===== config.mk =====
export PLATFORM = sky130hd
export DESIGN_NAME = conv_interleaver_pb
export DESIGN_NICKNAME = d
export VERILOG_FILES = /design/src/rtl/ci_pkg.sv /design/src/rtl/ci_commutator.sv /design/src/rtl/ci_branch.sv /design/src/rtl/ci_out_stage.sv /design/src/rtl/conv_interleaver_pb.sv
export SDC_FILE = /design/constraint.sdc
export NUM_CORES = 1
export LEC_CHECK = 0
export BUFFER_PORTS_ARGS = -buffer_cell sky130_fd_sc_hd__buf_2
export CAP_MARGIN = 25
export CORE_ASPECT_RATIO = 0.9
export CORE_MARGIN = 2
export CORE_UTILIZATION = 35
export DETAILED_ROUTE_END_ITERATION = 10
export MAX_ROUTING_LAYER = met4
export PLACE_DENSITY = 0.53
export SETUP_SLACK_MARGIN = 0.05
export SLEW_MARGIN = 10
export SYNTH_ARGS = -nofsm -noshare
export SYNTH_HDL_FRONTEND = slang
export SYNTH_SLANG_ARGS = --single-unit

===== constraint.sdc =====
create_clock -name clk -period 3.23 [get_ports clk]
set_clock_uncertainty 0.2 [all_clocks]
set_input_delay 0 -clock clk [delete_from_list [all_inputs] [get_ports clk]]
set_output_delay 0 -clock clk [all_outputs]
set_load 0.01 [all_outputs]

===== src/rtl/ci_pkg.sv =====
package ci_pkg;
  // Width of an index that addresses n items (at least one bit).
  function automatic int unsigned ci_idx_w(int unsigned n);
    return (n > 1) ? $clog2(n) : 1;
  endfunction
endpackage


===== src/rtl/ci_commutator.sv =====
module ci_commutator #(
  parameter int unsigned N_BR  = 4,
  parameter int unsigned PTR_W = 2
) (
  input  logic             clk,
  input  logic             rst,
  input  logic             adv,
  output logic [PTR_W-1:0] ptr
);
  localparam logic [PTR_W-1:0] LAST = PTR_W'(N_BR - 1);

  always_ff @(posedge clk) begin
    if (rst) begin
      ptr <= '0;
    end else if (adv) begin
      ptr <= (ptr == LAST) ? '0 : ptr + 1'b1;
    end
  end

  // the commutator moves only when a symbol is accepted
  a_r1_ptr_idle : assert property (@(posedge clk) disable iff (rst)
    !adv |=> $stable(ptr));

  // the pointer never leaves the branch range
  a_r1_ptr_bound : assert property (@(posedge clk) disable iff (rst)
    ptr <= LAST);
endmodule


===== src/rtl/ci_branch.sv =====
module ci_branch #(
  parameter int unsigned W          = 8,
  parameter int unsigned DEPTH      = 3,
  parameter logic [W-1:0] INIT_VALUE = '0
) (
  input  logic         clk,
  input  logic         rst,
  input  logic         shift_en,
  input  logic [W-1:0] din,
  output logic [W-1:0] dout
);
  generate
    if (DEPTH == 0) begin : g_wire
      // zero-delay branch is a direct path
      assign dout = din;
    end else begin : g_line
      logic [W-1:0] stg [DEPTH];

      always_ff @(posedge clk) begin
        if (rst) begin
          for (int j = 0; j < DEPTH; j++) stg[j] <= INIT_VALUE;
        end else if (shift_en) begin
          stg[0] <= din;
          for (int j = 1; j < DEPTH; j++) stg[j] <= stg[j-1];
        end
      end

      assign dout = stg[DEPTH-1];

      // a branch that is not selected keeps its oldest entry
      a_r5_hold_unselected : assert property (@(posedge clk) disable iff (rst)
        !shift_en |=> $stable(dout));
    end
  endgenerate
endmodule


===== src/rtl/ci_out_stage.sv =====
module ci_out_stage #(
  parameter int unsigned W = 8
) (
  input  logic         clk,
  input  logic         rst,
  input  logic         take,
  input  logic [W-1:0] din,
  input  logic         out_ready,
  output logic         free,
  output logic         out_valid,
  output logic [W-1:0] out_data
);
  assign free = !out_valid || out_ready;

  always_ff @(posedge clk) begin
    if (rst) begin
      out_valid <= 1'b0;
      out_data  <= '0;
    end else if (take) begin
      out_valid <= 1'b1;
      out_data  <= din;
    end else if (out_ready) begin
      out_valid <= 1'b0;
    end
  end

  // a stalled output is held unchanged
  a_r6_hold_stall : assert property (@(posedge clk) disable iff (rst)
    out_valid && !out_ready |=> out_valid && $stable(out_data));

  // an accepted symbol shows up on the next cycle
  a_r6_one_out : assert property (@(posedge clk) disable iff (rst)
    take |=> out_valid);

  // consumed with nothing new behind it leaves the register empty
  a_r9_drain : assert property (@(posedge clk) disable iff (rst)
    out_valid && out_ready && !take |=> !out_valid);
endmodule


===== src/rtl/conv_interleaver_pb.sv =====
module conv_interleaver_pb
  import ci_pkg::*;
#(
  parameter int unsigned  W                  = 8,
  parameter int unsigned  N_BR               = 4,
  parameter int unsigned  BR_DELAY [N_BR]    = '{3, 6, 9, 2},
  parameter logic [W-1:0] INIT_VALUE         = '0
) (
  input  logic         clk,
  input  logic         rst,
  input  logic         in_valid,
  output logic         in_ready,
  input  logic [W-1:0] in_data,
  output logic         out_valid,
  input  logic         out_ready,
  output logic [W-1:0] out_data
);
  localparam int unsigned PTR_W = ci_idx_w(N_BR);

  logic             accept;
  logic [PTR_W-1:0] ptr;
  logic [W-1:0]     br_out [N_BR];
  logic [W-1:0]     sel_out;

  assign accept = in_valid && in_ready;

  ci_commutator #(
    .N_BR  (N_BR),
    .PTR_W (PTR_W)
  ) u_comm (
    .clk (clk),
    .rst (rst),
    .adv (accept),
    .ptr (ptr)
  );

  generate
    for (genvar b = 0; b < N_BR; b++) begin : g_br
      ci_branch #(
        .W          (W),
        .DEPTH      (BR_DELAY[b]),
        .INIT_VALUE (INIT_VALUE)
      ) u_branch (
        .clk      (clk),
        .rst      (rst),
        .shift_en (accept && (ptr == PTR_W'(b))),
        .din      (in_data),
        .dout     (br_out[b])
      );
    end
  endgenerate

  always_comb begin
    sel_out = '0;
    for (int b = 0; b < N_BR; b++) begin
      if (ptr == PTR_W'(b)) sel_out = br_out[b];
    end
  end

  ci_out_stage #(
    .W (W)
  ) u_out (
    .clk       (clk),
    .rst       (rst),
    .take      (accept),
    .din       (sel_out),
    .out_ready (out_ready),
    .free      (in_ready),
    .out_valid (out_valid),
    .out_data  (out_data)
  );
endmodule


### Word-level counts from Yosys, hierarchy flattened

Memories as Yosys holds them, arrays and structs flattened.
Cells that the tools add are included.

| word-level totals | value |
|---|---|
| flip-flop bits (word level) | 11 |
| memories | 4 |
| memory bits (writable) | 160 |
| output and inout bits | 10 |
| word-level logic and storage cells | 81 |
| input bits | 12 |

Memories:

| memory | depth | bits a word | rd ports | clocked after Yosys merged registers in | wr ports | RTL line | text |
|---|---|---|---|---|---|---|---|
| g_br[2].u_branch.g_line.stg | 9 | 8 | 9 | 0 | 9 | ci_branch.sv:17 | `logic [W-1:0] stg [DEPTH];` |
| g_br[1].u_branch.g_line.stg | 6 | 8 | 6 | 0 | 6 | ci_branch.sv:17 |  |
| g_br[0].u_branch.g_line.stg | 3 | 8 | 3 | 0 | 3 | ci_branch.sv:17 |  |
| g_br[3].u_branch.g_line.stg | 2 | 8 | 2 | 0 | 2 | ci_branch.sv:17 |  |

| operators by class | value |
|---|---|
| eq/ne operators | 3 |
| bitwise operators | 20 |
| muxes and demuxes | 41 |
| reduce and logical (&&, ||, !) cells | 9 |
| add/subtract/negate cells | 1 |

Operators by type and width:

| operator | number |
|---|---|
| 8-bit 2-to-1 mux | 24 |
| 1-bit bitwise OR | 20 |
| 1-bit 2-to-1 mux | 16 |
| 1-bit logical AND | 5 |
| 2-bit equality test, second input constant | 2 |
| 2-bit by 1-bit adder with 2-bit output, second input constant | 1 |
| 2-bit by 1-bit equality test with 1-bit output, second input constant | 1 |
| 2-bit logical NOT | 1 |
| 2-bit 2-to-1 mux | 1 |
| 2-bit nonzero test | 1 |
| 1-bit logical NOT | 1 |
| 1-bit logical OR | 1 |

### Longest topological paths before layout

Gate-level depths: netlist of the first run.

| depth | value |
|---|---|
| depth after elaboration | 8 |
| depth in mapped cells | 7 |
| gate-level depth less buffers | 5 |

### Modules after synthesis

A second synthesis of the first run with hierarchy kept.

| unflattened totals | value |
|---|---|
| cells, all modules | 440 |
| area, all modules | 7412.1 sq um |

Modules (own cells, without submodules):

| module | area each (sq um) | cells an instance | seq. area each (sq um) | times used |
|---|---|---|---|---|
| ci_branch (g_br[2].u_branch) | 2995.4 | 168 | 2162.1 | 1 |
| ci_branch (g_br[1].u_branch) | 1989.4 | 115 | 1441.4 | 1 |
| ci_branch (g_br[0].u_branch) | 1047.3 | 61 | 720.7 | 1 |
| ci_branch (g_br[3].u_branch) | 716.9 | 43 | 480.5 | 1 |
| ci_out_stage | 321.6 | 30 | 180.2 | 1 |
| conv_interleaver_pb | 255.2 | 15 | 0.0 | 1 |
| ci_commutator | 86.3 | 8 | 40.0 | 1 |

### Worst setup path before layout of the first run

OpenSTA, ideal clock, no wires.

| path | value |
|---|---|
| kind | reg2reg |
| from | register u_out.out_valid |
| to | memory g_br[2].u_branch.g_line.stg[0][0] (enable) |
| library setup time | 429 ps |
| setup slack | -17 ps |
| data arrival time | 2618 ps |
| required time | 2601 ps |
| path buffers | 2 |
| clock period less this slack | 3247 ps |
| stages on the path, launching flop included | 6 |
| cell sequence | dfxtp_1 > nor2b_1 > buf_2 > nor2_1 > clkbuf_1 > a21o_1 |

RTL lines:

| item | RTL line | text |
|---|---|---|
| start, declared | ci_out_stage.sv:10 | `output logic out_valid,` |
| start signal, assigned | ci_out_stage.sv:17 | `out_valid <= 1'b0;` |
| start signal, assigned | ci_out_stage.sv:20 | `out_valid <= 1'b1;` |
| start signal, assigned | ci_out_stage.sv:23 | `out_valid <= 1'b0;` |
| end, declared | ci_branch.sv:17 |  |

==> flow_summary.toml, run 1 <==
[routing]
routed-via-count = 3214
drt_iter0_drc = 140
drt_wl_total_um = 10000
drtPass1Iterations = 4
drt-wirelength-per-cell_um = 13.7
ant_nets = 0
viasPerCell = 4.40
drc_errors = 0

[logic_synthesis]
synth_compound_area_frac = 0.0440
synth_cell_types = 24
syn_avg_cell_area_sq_um = 15.6
synthSimpleGateAreaFrac = 0.179
async_flop_share = 0
synth_flop_cell = "edfxtp_1"
synthCells = 431
yosysTopAreaCell = "edfxtp_1"
yosys_register_bits = 171
synthXorXnorAreaFrac = 0
seq_area_frac_synth = 0.748
synth_area_sq_um = 6720
ys_warn_count = 0
synthAdderAreaFrac = 0.00745
postSynthNetCount = 447
synth_enable_flop_cells = 160
synth_top_area_frac = 0.715
synth_mux_area_frac = 0
synth_top_family_by_area = "simple AND/OR/NAND/NOR gates"
synth_area_leaders = "edfxtp_1 (72%), and2_1 (15%), dfxtp_1 (3.3%), a21o_1 (1.3%), a311oi_1 (1.0%)"
synth_commonest_cells = "and2_1 (160), edfxtp_1 (160), a21o_1 (12)"

[die]
die_area_sq_um = 20300
num_rows = 48
initial_core_util = 0.354
core_area_sq_um = 19000
die_y_um = 135
die_x_um = 150
ioPinCount = 22

[cts]
post_cts_buffers = 0
clockBufferDepth = 2
cts-buffers-inserted = 17
cts_tree = "done"
ctsRootBufferMaster = "clkbuf_16"
cts.htree.levels = 4
clk_latency_ns = 0.42
clk_pin_slew_worst_paths_ns = 0.06
cts.sinks = 171

[timing]
layout_setup_ws_ns = 0.939
fin_crit_sh = 0.709
hold_viol_final = 0
finalSetupTns_ns = 0
slew_headroom = 0.426
setup_viol = 0
max_freq_mhz = 436
fin_crit_ns = 2.29
rsz0062_at_grt = "no"
finalMaxSlewViolations = 0
worst_pin_slew_ns = 0.857

[job]
drv_cap = 0

[global_routing]
overflow = 0
track_usage = 0.113
grt_first_pass_wirelength_um = 16600
grt_max_degree = 73
antenna_found_initial = 0
grt_pass1_vias = 3137

[pwr]
p_leak_nw = 2.97
power.density_nw_per_um2 = 616
total_power_mw = 4.82
irDropWorstVdd_mv = 0.381

[place]
routabilityCongestion = 0.870
io_buffer_count = 21
place_area_sq_um = 7120
dp_hpwl_um = 6260
place_ws_ns = 0.931

[setup_path]
path_class = "reg -> reg"
crit_arrival_ns = 2.38
critPathCaptureType = "flip-flop"
crit_fanout = 72
cp_data_required_time_ns = 3.32
critPathLaunchType = "flip-flop"
critical_path.top_delay_family = "buffers and inverters"
worstPathCellList = "inv_1 > ha_1 > inv_2 > nor4_4 > buf_4 > and2_1"
slowest_delay_ns = 0.45
slowest_stage = "buf_4"
cp.buffers_inverters = 3

[finish]
n_antenna_cell = 0
area_delta_synth_final_pct = 16.4
final_area_sq_um = 7820
drive_above_1_share = 0.138
finalNetCount = 483

[worst_hold_path]
hp-class = "in -> reg"

[status]
status = "completed"
## per-stage QoR
| stage | util | std cells | hold WS [ns] |
|---|---|---|---|
| 2_1_floorplan | - | 431 | -0.00185 |
| 3_3_place_gp | 0.375 | 687 | 0.163 |
| 3_5_place_dp | 0.375 | 687 | 0.167 |
| 4_1_cts | 0.412 | 730 | 0.248 |
| 5_1_grt | 0.412 | 730 | 0.285 |
| 6_report | 0.412 | 730 | 0.254 |
## timing repair
action / in CTS / in global routing
hold buffers: 11 / 0
setup endpoints to repair: 0 / 0
endpoints found under the hold margin: 43 / 0
resized for setup: 0 / 0
## final timing paths
| path | endpoint | from | slack (ns) | cells after the start |
|---|---|---|---|---|
| setup / recovery | g_br[2].u_branch.g_line.stg[0][31]$_SDFFCE_PN0P_ | u_comm.ptr[0]$_SDFFE_PP0N_ | 0.94 | 6 |
| hold / removal | g_br[2].u_branch.g_line.stg[0][7]$_SDFFCE_PN0P_ | in_data[7] | 0.25 | 3 |
| setup reg to reg | g_br[2].u_branch.g_line.stg[0][31]$_SDFFCE_PN0P_ | u_comm.ptr[0]$_SDFFE_PP0N_ | 0.94 | 6 |
| hold reg to reg | g_br[1].u_branch.g_line.stg[0][30]$_SDFFCE_PN0P_ | g_br[1].u_branch.g_line.stg[0][22]$_SDFFCE_PN0P_ | 0.31 | 1 |
## area by class of cell
type                            count  area (sq um)
Clock buffer                       24           472
Clock inverter                      8           120
Sequential cell                   171          5020
Fill cell                        1772         11200
Multi-Input combinational cell    229          1560
Timing Repair Buffer               41           308
Tap cell                          250           313
Inverter                            7          26.3
## cells by family after synthesis
family / count (synthesis)
and+or+nand+nor: 184
DFF: 171
adders and majority gates: 4
buffers and inverters: 31
AOI/OAI and AO/OA: 41
## flip-flops by register name, indices dropped and copies added (netlist names)
register                  cells
g_br.u_branch.g_line.stg    160
u_comm.ptr                    2
u_out.out_data                8
u_out.out_valid               1
## layout by cell type (no fill, tap or decap), types with 3 or more instances in the layout
cell type,count
inv_2,3
clkbuf_16,17
clkinv_2,3
edfxtp_1,160
nand2_1,8
a311oi_1,8
buf_2,21
dlygate4sd3_1,11
and2_1,160
o221ai_1,8
and3b_1,8
dfxtp_1,11
bufinv_16,3
a21o_1,10
ha_1,4
clkbuf_1,5
inv_1,4
buf_4,7
a21oi_1,11
nor4_4,3
## layer usage
metal	routed length, um	GRT usage	share of wire
met5	0	-	0
met4	338	0.0624	0.034
met3	391	0.0404	0.039
met2	4330	0.156	0.43
met1	4970	0.145	0.50
## power by group
group	switching (mW)	internal, mW
registers	0.0323	2.55
logic	0.142	0.0846
clock network	0.760	1.25
total	0.934	3.89
## worst register-to-register path: stages (launching register included)
cell,delay (ns)
dfxtp_1,0.34
inv_1,0.11
ha_1,0.37
inv_2,0.16
nor4_4,0.29
buf_4,0.45
and2_1,0.25
(Power assumes the default switching activity.)
==> run 2, diff against run 1 <==
clock period = 2.1 ns   (was 3.23 ns; I/O delays follow)
==> run 2 against run 1 <==
  * Critical path depth decreased by 3
  * Clock power grew 48%
  * Die area unchanged
  * Sequential cell count unchanged
  * Routed wire length increased by 1.0%
  * Global-route usage rose by 0.074 points
  * Final cell count grew 0.68%
  * Register-to-register slack got worse by 0.86 ns
  * Largest cell class unchanged
==> flow_summary.toml, run 2 (synthesis results as in run 1) <==
[status]
status = "completed"

[cts]
clk_pin_slew_worst_paths_ns = 0.07
cts_resized = 0
clk_latency_ns = 0.42
cts.sinks = 171
post_cts_buffers = 0
cts_tree = "done"
clockBufferDepth = 2
cts.htree.levels = 4
ctsRootBufferMaster = "clkbuf_16"
cts-buffers-inserted = 17

[setup_path]
critPathCaptureType = "flip-flop"
regToRegSetupSlack_ns = 0.08
crit_arrival_ns = 1.87
path_class = "reg -> reg"
crit_fanout = 72
r2r_start = "u_comm.ptr[0]$_SDFFE_PP0N_"
critPathLaunchType = "flip-flop"
critPathLaunch = "u_comm.ptr[0]$_SDFFE_PP0N_"
cp_data_required_time_ns = 1.95

[die]
num_rows = 48
core_area_sq_um = 19000
die_area_sq_um = 20300
die_x_um = 150
die_y_um = 135
ioPinCount = 22
initial_core_util = 0.354

[finish]
largestRegisters = "g_br.u_branch.g_line.stg: 160 flops, u_out.out_data: 8 flops, u_comm.ptr: 2 flops"
drive_above_1_share = 0.159
finalNetCount = 488
largest_register_ffs = 160
n_antenna_cell = 0
top_register = "g_br.u_branch.g_line.stg"
fillers = 1763
mostFrequentLayoutCells = "and2_1 (160), edfxtp_1 (160), buf_2 (21)"
area_delta_synth_final_pct = 17.3
fin_cells = 735

[routing]
drc_errors = 0
ant_nets = 0
drt_iter0_drc = 245
drt-wirelength-per-cell_um = 13.8
drtPass1Iterations = 4
drt_wl_total_um = 10100
viasPerCell = 4.37
routed-via-count = 3210

[global_routing]
grt_pass1_vias = 3184
grt_first_pass_wirelength_um = 16700
antenna_found_initial = 0
grt_max_degree = 73
overflow = 0
track_usage = 0.114

[pwr]
power.density_nw_per_um2 = 926
irDropWorstVdd_mv = 0.586
p_leak_nw = 2.99

[timing]
fin_crit_ns = 2.02
finalMaxSlewViolations = 0
max_freq_mhz = 495
timing.hold.ws_ns = 0.269
worst_pin_slew_ns = 0.892
rsz0062_at_grt = "yes"
hold_viol_final = 0
fin_crit_sh = 0.963
setup_viol = 0
slew_headroom = 0.405
finalSetupTns_ns = 0

[place]
dp_hpwl_um = 6210
io_buffer_count = 21
routabilityCongestion = 0.819
placed_cells = 692

[job]
drv_cap = 0

[worst_hold_path]
hp-class = "in -> reg"
min_from = "in_data[2]"
run 2: final timing paths:
kind,endpoint,cells past startpoint
setup / recovery,g_br[2].u_branch.g_line.stg[0][9]$_SDFFCE_PN0P_,3
hold reg to reg,g_br[2].u_branch.g_line.stg[0][41]$_SDFFCE_PN0P_,1
hold / removal,g_br[2].u_branch.g_line.stg[0][2]$_SDFFCE_PN0P_,3
setup reg to reg,g_br[2].u_branch.g_line.stg[0][9]$_SDFFCE_PN0P_,3
run 2: area by class of cell:
cell class	instances	area [sq um]	area share
multi-input combinational	229	1580	0.200
tap	250	313	0.0397
clock inverter	15	141	0.0179
clock buffer	17	425	0.0540
inverter	7	26.3	0.00333
timing repair buffer	46	370	0.0470
sequential	171	5020	0.638
run 2: metal layers:
layer / global-route usage / wire length, um / share of wire
met1: 0.145 / 4830 / 0.48
met2: 0.165 / 4630 / 0.46
met3: 0.0364 / 424 / 0.042
met4: 0.0556 / 255 / 0.025
met5: - / 0 / 0
run 2: timing repair:
action                                  4_1_cts  5_1_grt
endpoints found under the hold margin        43        0
hold buffers                                 11        0
endpoints found under the setup margin        0       72
run 2: per-stage QoR:
step	cell area (sq um)	setup slack [ns]	power, mW	utilization
2_1_floorplan	6750	0.0690	4.25	-
3_3_place_gp	7200	0.137	4.39	0.380
3_5_place_dp	7200	0.0761	4.40	0.380
4_1_cts	7880	0.0690	7.39	0.415
5_1_grt	7880	0.00197	7.58	0.415
6_report	7880	0.0784	7.30	0.415
run 2: power breakdown:
group | switching, mW | internal, mW
Combinational | 0.221 | 0.141
Clock | 1.31 | 1.66
Sequential | 0.0474 | 3.92
run 2: worst max-delay path: stages, from the launching register on:
cell and delay, ns:
dfxtp_1 0.34, inv_1 0.11, ha_1 0.23, a21o_4 0.69
